==> config.mk <==
export PLATFORM = sky130hd
export DESIGN_NAME = npc_branch_unit
export DESIGN_NICKNAME = d
export VERILOG_FILES = /design/src/rtl/npc_pkg.sv /design/src/rtl/npc_cond_eval.sv /design/src/rtl/npc_target_gen.sv /design/src/rtl/npc_redirect_sel.sv /design/src/rtl/npc_branch_unit.sv
export SDC_FILE = /design/constraint.sdc
export NUM_CORES = 1
export LEC_CHECK = 0
export ABC_AREA = 1
export BUFFER_PORTS_ARGS = -buffer_cell sky130_fd_sc_hd__buf_4
export CAP_MARGIN = 30
export CELL_PAD_IN_SITES_DETAIL_PLACEMENT = 0
export CELL_PAD_IN_SITES_GLOBAL_PLACEMENT = 1
export CORE_AREA = 2 2 129 156
export DETAILED_ROUTE_END_ITERATION = 8
export DIE_AREA = 0 0 131 158
export PLACE_DENSITY = 0.86
export REMOVE_ABC_BUFFERS = 1
export SYNTH_ARGS = -nofsm -noshare
export SYNTH_HDL_FRONTEND = slang
export SYNTH_SLANG_ARGS = --single-unit
==> constraint.sdc <==
create_clock -name clk -period 2.83 [get_ports clk]
set_input_delay 0.4245 -clock clk [delete_from_list [all_inputs] [get_ports clk]]
set_output_delay 0.4245 -clock clk [all_outputs]
set_load 0.005 [all_outputs]
==> src/rtl/npc_pkg.sv <==
package npc_pkg;

    parameter int XLEN     = 32;
    parameter int INSN_LEN = 4;

    typedef logic [XLEN-1:0] word_t;

    typedef enum logic [1:0] {
        FLOW_SEQ    = 2'b00,
        FLOW_BRANCH = 2'b01,
        FLOW_JAL    = 2'b10,
        FLOW_JALR   = 2'b11
    } flow_kind_e;

    typedef enum logic [2:0] {
        COND_EQ  = 3'b000,
        COND_NE  = 3'b001,
        COND_LT  = 3'b100,
        COND_GE  = 3'b101,
        COND_LTU = 3'b110,
        COND_GEU = 3'b111
    } cond_code_e;

    typedef struct packed {
        word_t next_pc;
        word_t link;
        logic  link_wr;
        logic  taken;
        logic  misalign;
    } flow_result_t;

    function automatic logic is_jump(flow_kind_e k);
        return (k == FLOW_JAL) || (k == FLOW_JALR);
    endfunction

endpackage

==> src/rtl/npc_cond_eval.sv <==
module npc_cond_eval
    import npc_pkg::*;
(
    input  word_t      a_i,
    input  word_t      b_i,
    input  logic [2:0] code_i,
    output logic       holds_o
);
    logic equal;
    logic less_s;
    logic less_u;

    assign equal  = (a_i == b_i);
    assign less_u = (a_i < b_i);
    assign less_s = ($signed(a_i) < $signed(b_i));

    always_comb begin
        case (code_i)
            COND_EQ:  holds_o = equal;
            COND_NE:  holds_o = !equal;
            COND_LT:  holds_o = less_s;
            COND_GE:  holds_o = !less_s;
            COND_LTU: holds_o = less_u;
            COND_GEU: holds_o = !less_u;
            default:  holds_o = 1'b0;
        endcase
    end
endmodule

==> src/rtl/npc_target_gen.sv <==
module npc_target_gen
    import npc_pkg::*;
(
    input  flow_kind_e kind_i,
    input  word_t      pc_i,
    input  word_t      rs1_i,
    input  word_t      imm_i,
    output word_t      target_o
);
    word_t base;
    word_t sum;
    logic  reg_rel;

    assign reg_rel = (kind_i == FLOW_JALR);
    assign base    = reg_rel ? rs1_i : pc_i;
    assign sum     = base + imm_i;
    assign target_o = reg_rel ? {sum[XLEN-1:1], 1'b0} : sum;
endmodule

==> src/rtl/npc_redirect_sel.sv <==
module npc_redirect_sel
    import npc_pkg::*;
(
    input  flow_kind_e   kind_i,
    input  word_t        pc_i,
    input  word_t        target_i,
    input  logic         cond_ok_i,
    output flow_result_t res_o
);
    word_t seq_pc;
    logic  redirect;

    assign seq_pc   = pc_i + word_t'(INSN_LEN);
    assign redirect = is_jump(kind_i) || ((kind_i == FLOW_BRANCH) && cond_ok_i);

    always_comb begin
        res_o.link     = seq_pc;
        res_o.link_wr  = is_jump(kind_i);
        res_o.taken    = redirect;
        res_o.next_pc  = redirect ? target_i : seq_pc;
        res_o.misalign = redirect && target_i[1];
    end
endmodule

==> src/rtl/npc_branch_unit.sv <==
module npc_branch_unit
    import npc_pkg::*;
#(
    parameter logic [31:0] RESET_PC = 32'h0000_0000
) (
    input  logic        clk,
    input  logic        rst,
    input  logic [31:0] pc_i,
    input  logic [31:0] imm_i,
    input  logic [31:0] rs1_i,
    input  logic [31:0] rs2_i,
    input  logic [2:0]  funct3_i,
    input  logic [1:0]  kind_i,
    output logic [31:0] next_pc_o,
    output logic [31:0] link_o,
    output logic        link_wr_o,
    output logic        taken_o,
    output logic        misalign_o
);
    flow_kind_e   kind;
    word_t        target;
    logic         cond_ok;
    flow_result_t comb_res;
    flow_result_t res_q;

    assign kind = flow_kind_e'(kind_i);

    npc_cond_eval u_cond (
        .a_i     (rs1_i),
        .b_i     (rs2_i),
        .code_i  (funct3_i),
        .holds_o (cond_ok)
    );

    npc_target_gen u_tgt (
        .kind_i   (kind),
        .pc_i     (pc_i),
        .rs1_i    (rs1_i),
        .imm_i    (imm_i),
        .target_o (target)
    );

    npc_redirect_sel u_sel (
        .kind_i    (kind),
        .pc_i      (pc_i),
        .target_i  (target),
        .cond_ok_i (cond_ok),
        .res_o     (comb_res)
    );

    always_ff @(posedge clk) begin
        if (rst) begin
            res_q.next_pc  <= RESET_PC;
            res_q.link     <= '0;
            res_q.link_wr  <= 1'b0;
            res_q.taken    <= 1'b0;
            res_q.misalign <= 1'b0;
        end else begin
            res_q <= comb_res;
        end
    end

    assign next_pc_o  = res_q.next_pc;
    assign link_o     = res_q.link;
    assign link_wr_o  = res_q.link_wr;
    assign taken_o    = res_q.taken;
    assign misalign_o = res_q.misalign;
endmodule


### After elaboration in Yosys (flattened, before gate mapping)

Index checks and enable logic that the tools add are counted.

| storage, ports and cells | value |
|---|---|
| register bits after elaboration | 67 |
| input bits | 135 |
| word-level logic and storage cells | 30 |

| cells by class | value |
|---|---|
| add/sub/neg operators | 2 |
| magnitude comparators | 2 |
| equal/unequal tests | 9 |
| multiplexer cells | 4 |
| reductions and logical operators | 8 |

Operators by type and width:

| operator | count |
|---|---|
| $lt 32x32->1 | 2 |
| $mux 32 | 2 |
| $add 32x3->32 const B | 1 |
| $add 32x32->32 | 1 |
| $eq 32x32->1 | 1 |
| $eq 3x3->1 const B | 4 |
| $pmux 1 s6 | 1 |
| $eq 2x2->1 const B | 2 |
| $eq 3x1->1 const B | 1 |
| $logic_not 1->1 | 3 |
| $logic_not 3->1 | 1 |
| $eq 2x1->1 const B | 1 |
| $logic_and 1x1->1 | 2 |
| $logic_or 1x1->1 | 2 |
| $mux 1 | 1 |

### Longest topological paths before layout

| depth | value |
|---|---|
| depth after elaboration | 6 |
| gate-level depth with buffers | 24 |

### Modules after synthesis

From an unflattened synthesis, not the netlist that was laid out.

| second synthesis, totals | value |
|---|---|
| cell total of the unflattened synthesis | 1,268 |
| area, all modules | 6,994.2 um^2 |

Modules (own cells, without submodules):

| module | times used | cells an instance | area an instance (um^2) | seq. area each (um^2) |
|---|---|---|---|---|
| npc_target_gen | 1 | 613 | 2,800.2 | 0.0 |
| npc_branch_unit | 1 | 208 | 1,900.6 | 1,341.3 |
| npc_redirect_sel | 1 | 278 | 1,306.3 | 0.0 |
| npc_cond_eval | 1 | 169 | 987.2 | 0.0 |

### Least setup slack after synthesis

No wires, ideal clock.

| timing | value |
|---|---|
| kind | input -> register |
| start point | input kind_i[0] |
| end point | register res_q (netlist bit next_pc_o[24]) |
| library setup time | 0.112 ns |
| arrival | 2.892 ns |
| data required time | 2.718 ns |
| path slack | -0.173 ns |
| stages on the path | 17 |
| path through | nand2_1 inv_1 clkbuf_1 clkbuf_1 o21ai_0 fa_1 nand3_1 nand2_1 nand3_1 nand3_1 nand2_1 nand3_1 a21oi_1 o21ai_0 xor2_1 nor2_1 nor2_1 |

| between the ends | value |
|---|---|
| longest elaborated chain between the ends | 4 |

RTL lines:

| element | RTL line | text |
|---|---|---|
| start, declared | npc_branch_unit.sv:13 | `input logic [1:0] kind_i,` |
| $eq 2x2->1 (tied with other cells) | npc_pkg.sv:33, npc_target_gen.sv:14 |  |
| $mux 32 (tied with other cells) | npc_target_gen.sv:15 | `assign base = reg_rel ? rs1_i : pc_i;` |
| $add 32x32->32 or $logic_or 1x1->1 (tied branches) | npc_target_gen.sv:16, npc_redirect_sel.sv:14 |  |
| $mux 32 * | npc_redirect_sel.sv:20 | `res_o.next_pc = redirect ? target_i : seq_pc;` |
| end signal, assigned | npc_branch_unit.sv:59 | `res_q <= comb_res;` |
| end, declared | npc_branch_unit.sv:24 | `flow_result_t res_q;` |

Mark *: on every way between the ends. The rest lies on a longest branch, timed or not.
A chain may end at the register's enable or synchronous reset.

### Final worst setup path

| timing | value |
|---|---|
| start point | input kind_i[0] |
| end point | register res_q (netlist bit next_pc_o[21]) |

The elaborated chain is that of the path after synthesis.

==> summary.md <==
| Metric | Value |
|---|---|
| Status | `complete, no violations` |
| Internal power | `2.32 mW` |
| Area leader, netlist | `dfxtp_1` |
| Hold/Removal Path Class | `in -> reg` |
| DRC Markers | `0` |
| Area of the core | `19,300 um2` |
| Die W | `about 130 um` |
| Final Cell Area | `approximately 8400 um2` |
| Crit path DAT | `2.79 ns` |
| I/O Pins | `202` |
| FF+latch count, synth | `67` |
| Finished Layout Cells | `roughly 1,400` |
| CP Cell Sequence | `buf_4, nand2_1, inv_1, buf_12, nand2_1, o21ai_0, ha_1, a21oi_1, nor2_1, nor2_1, o21ai_1, a21oi_1, nand2_1, buf_4, xor2_1, nor2_1, nor2_1` |
| Worst-Margin Slew | `0.637 ns` |
| Sw frac | `0.335` |
| Most frequent CP cell | `nor2_1` |
| Via count | `6,428` |
| Crit end category | `flip-flop` |
| Row Count | `56` |
| Top_reg_cell synth | `dfxtp_1` |
| Vias in the first global route | `6,256` |
| Mapped Area | `5820 um2` |
| CTS tree | `built` |
| Post-synth ARST share | `0` |
| Layout cells sized above 1 | `0.281` |
| VDD IR max | `0.329 mV` |
| Area Overhead vs Synth | `44.3%` |
| Die area | `20,700 um2` |
| CP Capture Point | `next_pc_o[21]$_SDFF_PP0_` |
| Initial antenna violation count | `0` |
| # diodes | `0` |
| Post-layout util | `0.436` |
| Hpwl dp | `17.6 mm` |
| Die Y | `158 um` |
| Final setup viols | `0` |
| Crit share post-route | `0.911` |
| Drt pass-1 iters | `5` |
| Max incr delay on CP | `0.34 ns` |
| Nets@finish | `1,369` |
| Setup TNS | `0 ns` |
| Crit Path Class | `in -> reg` |
| Relative slew slack | `0.575` |
| Unrepaired setup endpoints after global routing | `false` |
| Sw Pwr | `1.17 mW` |
| WL final | `20.2 mm` |
| Reg power frac | `0.307` |
| Unique cell type count in the Yosys netlist | `37` |
| Post-DRT Antenna Nets | `0` |
| Leading cell type by number of instances after synthesis | `nand2_1` |
| Yosys top cell area share | `0.230` |
| Setup ws final | `0.251 ns` |
| Avg Inst Size Synth | `6.47 um2` |
| Clock tree buffer depth | `2` |
| CTS Root Cell | `clkbuf_16` |
| Grt total ovfl | `0` |
| Clk sink count | `67` |
| Startpoint types | `input port` |
| Post-CTS Setup Inserts | `0` |
| Slowest cell on the critical path | `ha_1` |
| Tmin final | `roughly 2.6 ns` |
| Clock Pin Slew Worst Setup and Hold Paths | `0.05 ns` |
| Starting Density | `0.302` |
| Syn Inst Count | `900` |
| Synth warnings | `0` |
| Power share of the combinational group | `0.415` |
| Crit path max fanout | `38` |
| Top cells by count, synth | `200 x nand2_1, 126 x inv_1, 121 x nor2_1` |
| Hold_buf cts | `0` |
| 1st-iter DRT viols | `315` |
| Area after DPL | `approximately 8000 um2` |
| Final Hold Viols | `0` |
| First-pass GRT wire length | `31.1 mm` |
| Number of enable flip-flop cells after synthesis | `0` |
| Final Slew Violations | `0` |
| Worst setup path start | `kind_i[0]` |
| P_leak | `4.53 nW` |
| Clock power share | `0.278` |
| WL/cell | `14.1 um` |
| Vias/cell | `4.49` |
| CP required | `3.04 ns` |
| Max Cap Viol | `0` |
| Pwr Density | `415 nW/um2` |
| PortBufs | `between 200 and 250` |
| Dpl ws | `-0.0657 ns` |
| F_max | `0.388 GHz` |
| Largest net degree at the start of global routing | `39` |
| GRT Util Overall | `0.195` |
| Register area share after synthesis | `0.230` |
| Cts bufs inserted | `9` |
| GPL Wtd Cong | `0.916` |
| Leading post-synthesis cells by cell area | `dfxtp_1 23%, ha_1 14%, nand2_1 13%` |
| CTS H-tree lvls | `3` |
| Cells after DPL | `between 1,000 and 1,500` |
## power by group through the flow
stage / Clock (mW) / Combinational [mW] / Sequential (mW)
floorplan: 0 / 0.715 / 1.09
detailed placement: 0 / 1.45 / 1.09
global route: 1.02 / 1.62 / 1.08
finish: 0.971 / 1.45 / 1.07
CTS: 0.982 / 1.45 / 1.07
global placement: 0 / 1.44 / 1.09
## sequential cells by signal, indices dropped and copies added (netlist names)
name and flops:
misalign_o 1, link_o 32, link_wr_o 1, taken_o 1, next_pc_o 32
## worst min path at each step
stage | from | end | slack, ns | cells past startpoint
after detailed placement | pc_i[2] | link_o[2]$_SDFF_PP0_ | 0.62 | 2
after floorplan | rst | link_o[2]$_SDFF_PP0_ | 0.49 | 1
final | pc_i[2] | link_o[2]$_SDFF_PP0_ | 0.28 | 2
after global routing | pc_i[2] | link_o[2]$_SDFF_PP0_ | 0.27 | 2
after global placement | pc_i[2] | link_o[2]$_SDFF_PP0_ | 0.61 | 2
after CTS | pc_i[2] | link_o[2]$_SDFF_PP0_ | 0.27 | 2
## area by class of cell
type | instances | area (um2)
clock buffer | 11 | 233
fill | 2053 | 10900
timing repair buffer | 280 | 2130
multi-input combinational | 683 | 3880
inverter | 128 | 480
tap | 261 | 327
clock inverter | 3 | 17.5
sequential | 67 | 1340
## critical path: cells and delay by family
| kind | cells | cell delay (ns) |
|---|---|---|
| AOI/OAI and AO/OA | 4 | 0.59 |
| and+or+nand+nor | 7 | 0.76 |
| buffers and inverters | 4 | 0.50 |
| xor gates and xnor gates | 1 | 0.14 |
| adders and majority gates | 1 | 0.34 |
## cells by family (layout without fill, tap and decap cells)
kind of cell / after synthesis / in the layout / share of synthesized area
AOI/OAI and AO/OA: 118 / 118 / 0.112
xor gates and xnor gates: 58 / 58 / 0.0872
adders and majority gates: 65 / 65 / 0.141
buffers and inverters: 150 / 422 / 0.104
DFF: 67 / 67 / 0.230
and+or+nand+nor: 442 / 442 / 0.326
## stage by stage
stage	power (mW)	hold slack [ns]
2_1_floorplan	1.80	0.491
3_3_place_gp	2.53	0.611
3_5_place_dp	2.54	0.616
4_1_cts	3.51	0.271
5_1_grt	3.72	0.273
6_report	3.49	0.281
## layer usage
layer	vias to the layer above	part of all wire	track usage
met5	-	0	0
li1	3410	-	-
met4	0	0.017	0.0517
met2	174	0.48	0.337
met3	21	0.052	0.0247
met1	2823	0.45	0.254
## cell usage in the layout (no fill, tap or decap), types with 2 or more instances in the layout
| master | instances |
|---|---|
| nor2_2 | 24 |
| ha_1 | 64 |
| nand2_1 | 200 |
| inv_1 | 126 |
| a21o_1 | 9 |
| nor4_1 | 4 |
| nand3_1 | 62 |
| clkbuf_16 | 9 |
| o21ai_0 | 44 |
| dfxtp_1 | 67 |
| a21oi_1 | 48 |
| xnor2_1 | 12 |
| a211oi_1 | 2 |
| nand2_2 | 2 |
| buf_4 | 278 |
| buf_12 | 2 |
| a31oi_1 | 5 |
| o21a_1 | 3 |
| nor3_2 | 5 |
| clkbuf_1 | 2 |
| clkinv_2 | 2 |
| nand4_1 | 6 |
| xor2_1 | 46 |
| or2_2 | 2 |
| nor3_1 | 13 |
| o31ai_1 | 2 |
| nor2_1 | 121 |
## what timing repair did
action | CTS | global route
hold endpoints to repair | 0 | 0
resized for setup | 0 | 1
endpoints found under the setup margin | 0 | 1
(Power assumes the default switching activity.)
